[config.mk]
export PLATFORM = sky130hd
export DESIGN_NAME = rtc_seconds_alarm
export DESIGN_NICKNAME = d
export VERILOG_FILES = /design/src/rtl/rtc_seconds_alarm.sv
export SDC_FILE = /design/constraint.sdc
export NUM_CORES = 1
export LEC_CHECK = 0
export BUFFER_PORTS_ARGS = -buffer_cell sky130_fd_sc_hd__buf_2
export CORE_MARGIN = 2
export CORE_UTILIZATION = 47
export DETAILED_ROUTE_END_ITERATION = 7
export PLACE_DENSITY = 0.65
export REMOVE_ABC_BUFFERS = 1
export SYNTH_ARGS = -nofsm -noshare
export SYNTH_HDL_FRONTEND = slang
export SYNTH_SLANG_ARGS = --single-unit
[constraint.sdc]
create_clock -name clk -period 3.92 [get_ports clk]
set_input_delay 0.196 -clock clk [delete_from_list [all_inputs] [get_ports clk]]
set_output_delay 0.196 -clock clk [all_outputs]
set_load 0.1 [all_outputs]
[src/rtl/rtc_seconds_alarm.sv]
module rtc_seconds_alarm #(
  parameter int          SETTLE_CYCLES = 1250,
  parameter logic [31:0] CONF_INIT     = 32'h0000_00A5
) (
  input  logic        clk,
  input  logic        rst_n,
  input  logic        tick_sec,
  input  logic        tick_fast,
  input  logic        bus_req,
  input  logic        bus_we,
  input  logic [4:0]  bus_addr,
  input  logic [31:0] bus_wdata,
  output logic [31:0] bus_rdata,
  output logic        bus_ready,
  output logic        irq_alarm1,
  output logic        irq_alarm2
);
  localparam int CW = $clog2(SETTLE_CYCLES + 2);

  logic [CW-1:0] settle_cnt;
  logic [1:0]    status;
  logic [2:0]    irq_cfg [2];
  logic [31:0]   alarm   [2];
  logic [31:0]   seconds, calib, conf;
  logic [1:0]    hit;

  wire       wr   = bus_req && bus_ready && bus_we;
  wire [2:0] slot = bus_addr[4:2];
  wire [1:0] clr  = (wr && slot == 3'd0) ? bus_wdata[1:0] : 2'b00;

  assign bus_ready  = (settle_cnt == '0);
  assign irq_alarm1 = status[0] & irq_cfg[0][0];
  assign irq_alarm2 = status[1] & irq_cfg[1][0];

  always_comb begin
    for (int n = 0; n < 2; n++)
      hit[n] = (tick_sec && seconds == alarm[n]) ||
               (irq_cfg[n][1] && (irq_cfg[n][2] ? tick_sec : tick_fast));
  end

  always_ff @(posedge clk or negedge rst_n) begin
    if (!rst_n) begin
      settle_cnt <= '0;
      status     <= '0;
      seconds    <= '0;
      calib      <= '0;
      conf       <= CONF_INIT;
      for (int n = 0; n < 2; n++) begin
        irq_cfg[n] <= '0;
        alarm[n]   <= '0;
      end
    end else begin
      status <= (status & ~clr) | hit;
      if (wr)                   settle_cnt <= CW'(SETTLE_CYCLES);
      else if (settle_cnt != 0) settle_cnt <= settle_cnt - 1'b1;
      if (wr && slot == 3'd3) seconds <= bus_wdata;
      else if (tick_sec)      seconds <= seconds + 32'd1;
      for (int n = 0; n < 2; n++) begin
        if (wr && slot == 3'(1 + n)) irq_cfg[n] <= bus_wdata[2:0];
        if (wr && slot == 3'(4 + n)) alarm[n]   <= bus_wdata;
      end
      if (wr && slot == 3'd6) calib <= bus_wdata;
      if (wr && slot == 3'd7) conf  <= bus_wdata;
    end
  end

  always_comb begin
    case (slot)
      3'd0:    bus_rdata = {30'd0, status};
      3'd1:    bus_rdata = {29'd0, irq_cfg[0]};
      3'd2:    bus_rdata = {29'd0, irq_cfg[1]};
      3'd3:    bus_rdata = seconds;
      3'd4:    bus_rdata = alarm[0];
      3'd5:    bus_rdata = alarm[1];
      3'd6:    bus_rdata = calib;
      default: bus_rdata = conf;
    endcase
  end

  a_r9_write_stalls: assert property (@(posedge clk) disable iff (!rst_n)
    (SETTLE_CYCLES > 0) && wr |=> !bus_ready);
  a_r3_tick_increments: assert property (@(posedge clk) disable iff (!rst_n)
    tick_sec && !(wr && slot == 3'd3) |=> seconds == $past(seconds) + 32'd1);
  a_r4_write_wins: assert property (@(posedge clk) disable iff (!rst_n)
    wr && slot == 3'd3 |=> seconds == $past(bus_wdata));
  a_r5_match_sets: assert property (@(posedge clk) disable iff (!rst_n)
    tick_sec && seconds == alarm[0] |=> status[0]);
  a_r7_zero_write_keeps: assert property (@(posedge clk) disable iff (!rst_n)
    wr && slot == 3'd0 && !bus_wdata[0] && status[0] |=> status[0]);
  a_r8_irq_needs_status: assert property (@(posedge clk) disable iff (!rst_n)
    irq_alarm2 |-> status[1] && irq_cfg[1][0]);
endmodule

==> impl_metrics.env, run 1 <==
export IMPL_setup_tns_final_ns=0
export IMPL_synth_edff_count=0
export IMPL_drtIter0Drc=416
export IMPL_p_leak_nw=5.586
export IMPL_path_clk_slew_ns=0.07
export IMPL_slew_headroom=0.4095
export IMPL_track_usage=0.2263
export IMPL_period_share=0.6915
export IMPL_required_ns=4.24
export IMPL_critPathMaxStageDelay_ns=0.63
export IMPL_hold_start="bus_wdata[6]"
export IMPL_place_congestion=0.8184
export IMPL_r2r_cells=7
export IMPL_grt_max_degree=95
export IMPL_hold_violations=0
export IMPL_synth_top_area_share=0.4534
export IMPL_min_delay_path_depth=2
export IMPL_path_cells="inv_1 > ha_1 > nor2b_1 > nand4_2 > nor3_4 > buf_12 > mux2_2"
export IMPL_dp_hpwl_um=16070
export IMPL_endpoint_kind="flop"
export IMPL_start_util=0.4788
export IMPL_postCtsSetupBuffers=0
export IMPL_ys_flop_type="dfrtp_1"
export IMPL_fin_crit_ns=2.711
export IMPL_synth_common_cells="dfrtp_1, mux2_2, nor2_1"
export IMPL_crit_arrival_ns=3.03
export IMPL_wl_per_cell_um=18.93
export IMPL_clock_skew_ns=0.009036
export IMPL_r2r_end="alarm[9]"
export IMPL_hold_path_end="alarm[38]"
export IMPL_outcome="finished, final reports clean"
export IMPL_whs_ns=0.04784
export IMPL_tightest_slew_ns=0.8857
export IMPL_clockBufferDepth=2
export IMPL_post_synth_top_count_cell="dfrtp_1"
export IMPL_setup_viol=0
export IMPL_drv_slew=0
export IMPL_die_area_um2=21710
export IMPL_drt_total_wl_um=23530
export IMPL_fin_util=0.5348
export IMPL_ant_nets=0
export IMPL_ios=78
export IMPL_layout_nets=1006
export IMPL_path_class="reg -> reg"
export IMPL_crit_slowest_cell="nor3_4"
export IMPL_syn_area_um2=9658
export IMPL_power_density_nw_per_um2=444.3
export IMPL_core_um2=20170
export IMPL_drive_above_1_share=0.3042
export IMPL_vias_per_cell=5.512
export IMPL_numCtsBuffers=17
export IMPL_fp_dieH_um=147.4
export IMPL_clock_root_buffer="clkbuf_16"
export IMPL_synth_cell_type_count=43
export IMPL_clock_sinks=179
export IMPL_crit_fanout=23
export IMPL_die_x_um=147.4
export IMPL_reg2reg_slack_ns=1.21
export IMPL_grt_pass1_vias=6751
export IMPL_grt_ovfl_total=0
export IMPL_yosysTopAreaCell="dfrtp_1"
export IMPL_hp_class="in -> reg"
export IMPL_antenna_found_initial=0
export IMPL_cp_num_buf_inv=2
export IMPL_area_growth_synth_to_final_pct=11.69
export IMPL_cts_tree="built"
export IMPL_synth_seq_cells=179
export IMPL_drc=0
export IMPL_num_rows=52
export IMPL_critPathTopFamily="simple AND/OR/NAND/NOR gates"
export IMPL_io_buffers=75
export IMPL_maxCapViolations=0
export IMPL_synthTopCellsByArea="dfrtp_1, mux2_2, xor2_1, nor2_1, nand2_1"
export IMPL_diodes=0
export IMPL_synthCells=916
export IMPL_avgSynthCellArea_um2=10.54
export IMPL_peakVddDrop_uv=306.7
export IMPL_reg2reg_from="settle_cnt[0]"
export IMPL_grt_pass1_wl_um=38110
export IMPL_drtPass1Iterations=5
export IMPL_insertion_delay_ns=0.44
export IMPL_cp_start_kind="flop"
export IMPL_rsz0062_at_grt="false"
export IMPL_ys_async_sr_fraction=1.000
export IMPL_fmax_mhz=368.9
export IMPL_cts_htree_levels=4
export IMPL_num_vias=6851
export IMPL_synth_warnings=0
export IMPL_ys_seq_area_frac=0.4643
==> layout by cell type (no fill, tap or decap), types with 2 or more instances in the layout <==
cell type	instances
dfrtp_1	175
nand4_1	16
nor2_1	110
ha_1	3
clkbuf_1	3
and3_1	5
a22oi_1	20
a211oi_1	3
a221o_1	2
and4_1	2
buf_2	74
clkbuf_16	17
nor4_4	2
xnor2_1	12
nor3_1	13
nor4_1	17
nor4_2	3
inv_1	4
nand3_1	19
dfstp_2	4
clkinvlp_4	5
buf_12	2
mux2_1	3
o22ai_1	2
inv_6	2
nand2b_1	2
or3_1	2
and2_1	5
a21oi_1	46
mux2i_1	11
clkinv_2	2
mux4_2	3
nand2_1	76
mux2_2	157
buf_4	15
o21ai_0	33
xor2_1	88
==> sequential cells by signal (all words and copies together) (netlist names) <==
signal / flops
seconds: 32
conf: 32
alarm: 64
settle_cnt: 11
status: 2
irq_cfg: 6
calib: 32
==> layer usage <==
metal | global-route usage | routed length, um | vias up
li1 | - | - | 3269
met1 | 0.3237 | 11110 | 3404
met2 | 0.3603 | 11240 | 153
met3 | 0.04534 | 896 | 25
met4 | 0.04712 | 283 | 0
met5 | 0 | 0 | -
==> how the worst max path moves through the flow <==
| stage | startpoint | endpoint | slack, ns | depth (start not counted) |
|---|---|---|---|---|
| after floorplan | bus_addr[4] | bus_rdata[2] | 0.40 | 3 |
| after global placement | settle_cnt[0] | alarm[20] | 1.26 | 7 |
| after detailed placement | settle_cnt[0] | alarm[19] | 1.23 | 7 |
| after CTS | settle_cnt[0] | alarm[9] | 1.20 | 7 |
| after global routing | settle_cnt[0] | alarm[9] | 1.00 | 7 |
| final | settle_cnt[0] | alarm[9] | 1.21 | 7 |
==> logic make-up after synthesis <==
logic type / after synthesis / share of synthesized area
DFF: 179 / 0.4643
and+or+nand+nor: 280 / 0.1376
buffers and inverters: 72 / 0.03485
muxes: 174 / 0.2049
xor gates and xnor gates: 100 / 0.09069
AOI/OAI and AO/OA: 108 / 0.06374
adders and majority gates: 3 / 0.003887
==> per-stage QoR <==
step | instance area [um^2] | std cells | worst slack, ns | power, W
global route | 10790 | 1243 | 1.002 | 0.005029
finish | 10790 | 1243 | 1.209 | 0.004793
global placement | 10220 | 1210 | 1.264 | 0.003171
floorplan | 9336 | 848 | 0.3951 | 0.002848
CTS | 10790 | 1243 | 1.199 | 0.004830
detailed placement | 10220 | 1210 | 1.227 | 0.003194
==> area by class of cell <==
| cell class | instances | area [um^2] |
|---|---|---|
| fillers | 1808 | 9383 |
| clock buffers | 21 | 450.4 |
| flip-flops and latches | 179 | 4484 |
| inverters | 4 | 15.01 |
| well taps | 270 | 337.8 |
| multi-input cells | 665 | 4851 |
| repair buffers | 93 | 544.3 |
| clock inverters | 11 | 103.9 |
==> timing repair <==
action	in CTS	in global routing
gates resized for setup	0	0
hold buffers	1	0
endpoints found under the hold margin	88	0
==> where the power goes <==
group / leakage, nW / switching (W) / total (W) / internal [W]
clock: 0.256 / 0.000735 / 0.00163 / 0.000894
combinational: 2.88 / 0.000601 / 0.000953 / 0.000352
sequential: 2.45 / 0.000221 / 0.00221 / 0.00199
total: 5.59 / 0.00156 / 0.00479 / 0.00324
No activity file was read; power rests on OpenSTA's default activity.
==> run 2: changes to the inputs <==
==> constraint.sdc (replaced) <==
create_clock -name clk -period 2.5 [get_ports clk]
set_input_delay 0.125 -clock clk [delete_from_list [all_inputs] [get_ports clk]]
set_output_delay 0.125 -clock clk [all_outputs]
set_load 0.1 [all_outputs]
==> run 2 against run 1 <==
Net effect:
- design area is 4.9% higher
- sequential power is 57% higher
- non-clock buffer count is 44 higher
- clock skew is 0.0040 ns higher
- largest power group unchanged
==> impl_metrics.env, run 2 (same netlist as run 1, synthesis figures left out) <==
export IMPL_rsz0062_at_grt="false"
export IMPL_met3_usage=0.04068
export IMPL_wl_per_cell_um=18.73
export IMPL_fin_crit_ns=2.316
export IMPL_grtUsageMet1=0.3352
export IMPL_r2r_end="alarm[54]"
export IMPL_path_class="reg -> out"
export IMPL_crit_arrival_ns=2.19
export IMPL_ios=78
export IMPL_clock_root_buffer="clkbuf_16"
export IMPL_largest_register="alarm"
export IMPL_postCtsSetupBuffers=0
export IMPL_grt_ovfl_total=0
export IMPL_nFillCells=1743
export IMPL_tightest_slew_ns=0.6590
export IMPL_p_leak_nw=5.840
export IMPL_reg2reg_slack_ns=0.21
export IMPL_fin_util=0.5612
export IMPL_start_util=0.4788
export IMPL_largest_register_ffs=64
export IMPL_crit_fanout=6
export IMPL_track_usage=0.2307
export IMPL_clock_skew_ns=0.01303
export IMPL_slew_headroom=0.5607
export IMPL_peakVddDrop_uv=443.0
export IMPL_cts_tree="built"
export IMPL_io_buffers=75
export IMPL_layout_cells_most_common_list="dfrtp_1, mux2_2, nor2_1"
export IMPL_drt_total_wl_um=24110
export IMPL_area_growth_synth_to_final_pct=17.19
export IMPL_grt_pass1_wl_um=38750
export IMPL_cp_start_kind="flop"
export IMPL_fmax_mhz=431.8
export IMPL_drc=0
export IMPL_dp_hpwl_um=16670
export IMPL_reg2reg_from="settle_cnt[7]"
export IMPL_diodes=0
export IMPL_setup_viol=0
export IMPL_hp_class="in -> reg"
export IMPL_drive_above_1_share=0.3097
export IMPL_grt_pass1_vias=6920
export IMPL_fp_dieH_um=147.4
export IMPL_post_route_cell_area_um2=11320
export IMPL_fin_cells=1287
export IMPL_clockBufferDepth=2
export IMPL_endpoint_kind="output pin"
export IMPL_layout_nets=1050
export IMPL_hold_violations=0
export IMPL_vias_per_cell=5.475
export IMPL_place_congestion=0.8446
export IMPL_antenna_found_initial=0
export IMPL_ant_nets=0
export IMPL_min_delay_path_depth=2
export IMPL_grtUsageMet2=0.3640
export IMPL_num_rows=52
export IMPL_num_vias=7046
export IMPL_grt_busiest_layer="met2"
export IMPL_die_area_um2=21710
export IMPL_core_um2=20170
export IMPL_hold_path_end="irq_cfg[5]"
export IMPL_grt_max_degree=65
export IMPL_required_ns=2.38
export IMPL_drtPass1Iterations=5
export IMPL_cts_htree_levels=4
export IMPL_power_density_nw_per_um2=694.4
export IMPL_r2r_cells=5
export IMPL_hold_start="bus_wdata[2]"
export IMPL_path_clk_slew_ns=0.07
export IMPL_die_x_um=147.4
export IMPL_drv_slew=0
export IMPL_clock_sinks=179
export IMPL_power_total_w=0.007859
export IMPL_numCtsBuffers=17
export IMPL_insertion_delay_ns=0.45
export IMPL_mostFrequentLayoutCell="dfrtp_1"
export IMPL_drtIter0Drc=385
export IMPL_place_inst=1226
export IMPL_outcome="finished, final reports clean"
export IMPL_period_share=0.9265
export IMPL_maxCapViolations=0
export IMPL_placed_cell_area_um2=10410
run 2: layout make-up:
class / instances / area [um^2] / share of cell area
Tap cell: 270 / 337.8 / 0.02985
Timing Repair Buffer: 137 / 1016 / 0.08976
Sequential cell: 179 / 4484 / 0.3962
Clock inverter: 13 / 160.2 / 0.01415
Multi-Input combinational cell: 665 / 4862 / 0.4296
Inverter: 4 / 15.01 / 0.001327
Clock buffer: 19 / 442.9 / 0.03913
run 2: worst max path at each step:
stage / start / end / slack (ns)
after global routing: settle_cnt[0] / bus_ready / 0.05
after detailed placement: settle_cnt[0] / alarm[32] / 0.12
after global placement: settle_cnt[0] / alarm[49] / 0.19
after CTS: settle_cnt[0] / alarm[54] / 0.04
after floorplan: bus_addr[4] / bus_rdata[2] / -0.88
final: settle_cnt[7] / bus_ready / 0.18
run 2: worst max-delay path, stage by stage (launching register included):
cell	delay, ns
dfrtp_1	0.45
nor4_4	0.47
and2_1	0.26
nand2_1	0.14
inv_1	0.18
buf_6	0.25
run 2: stage by stage:
stage	setup WS (ns)	setup TNS, ns	hold slack, ns
after floorplan	-0.8829	-36.64	-0.1706
after CTS	0.04232	0	0.000002637
final	0.1839	0	0.01274
after global placement	0.1919	0	0.1702
after detailed placement	0.1181	0	0.1691
after global routing	0.04796	0	0.01716
run 2: where the power goes:
| part | switching (W) | internal, W |
|---|---|---|
| clock | 0.00128 | 0.00154 |
| sequential | 0.000346 | 0.00312 |
| combinational | 0.000972 | 0.000607 |
| total | 0.00259 | 0.00527 |
run 2: timing repair:
item,4_1_cts,5_1_grt
resized for setup,1,3
setup endpoints to repair,1,47
hold buffers,29,0
pin swaps,0,0
hold endpoints to repair,179,0
gates cloned,0,0
run 2: per-layer routing:
layer  vias up  share of wire
li1       3369              -
met1      3479           0.47
met2       173           0.47
met3        25          0.049
met4         0          0.012
met5         -              0
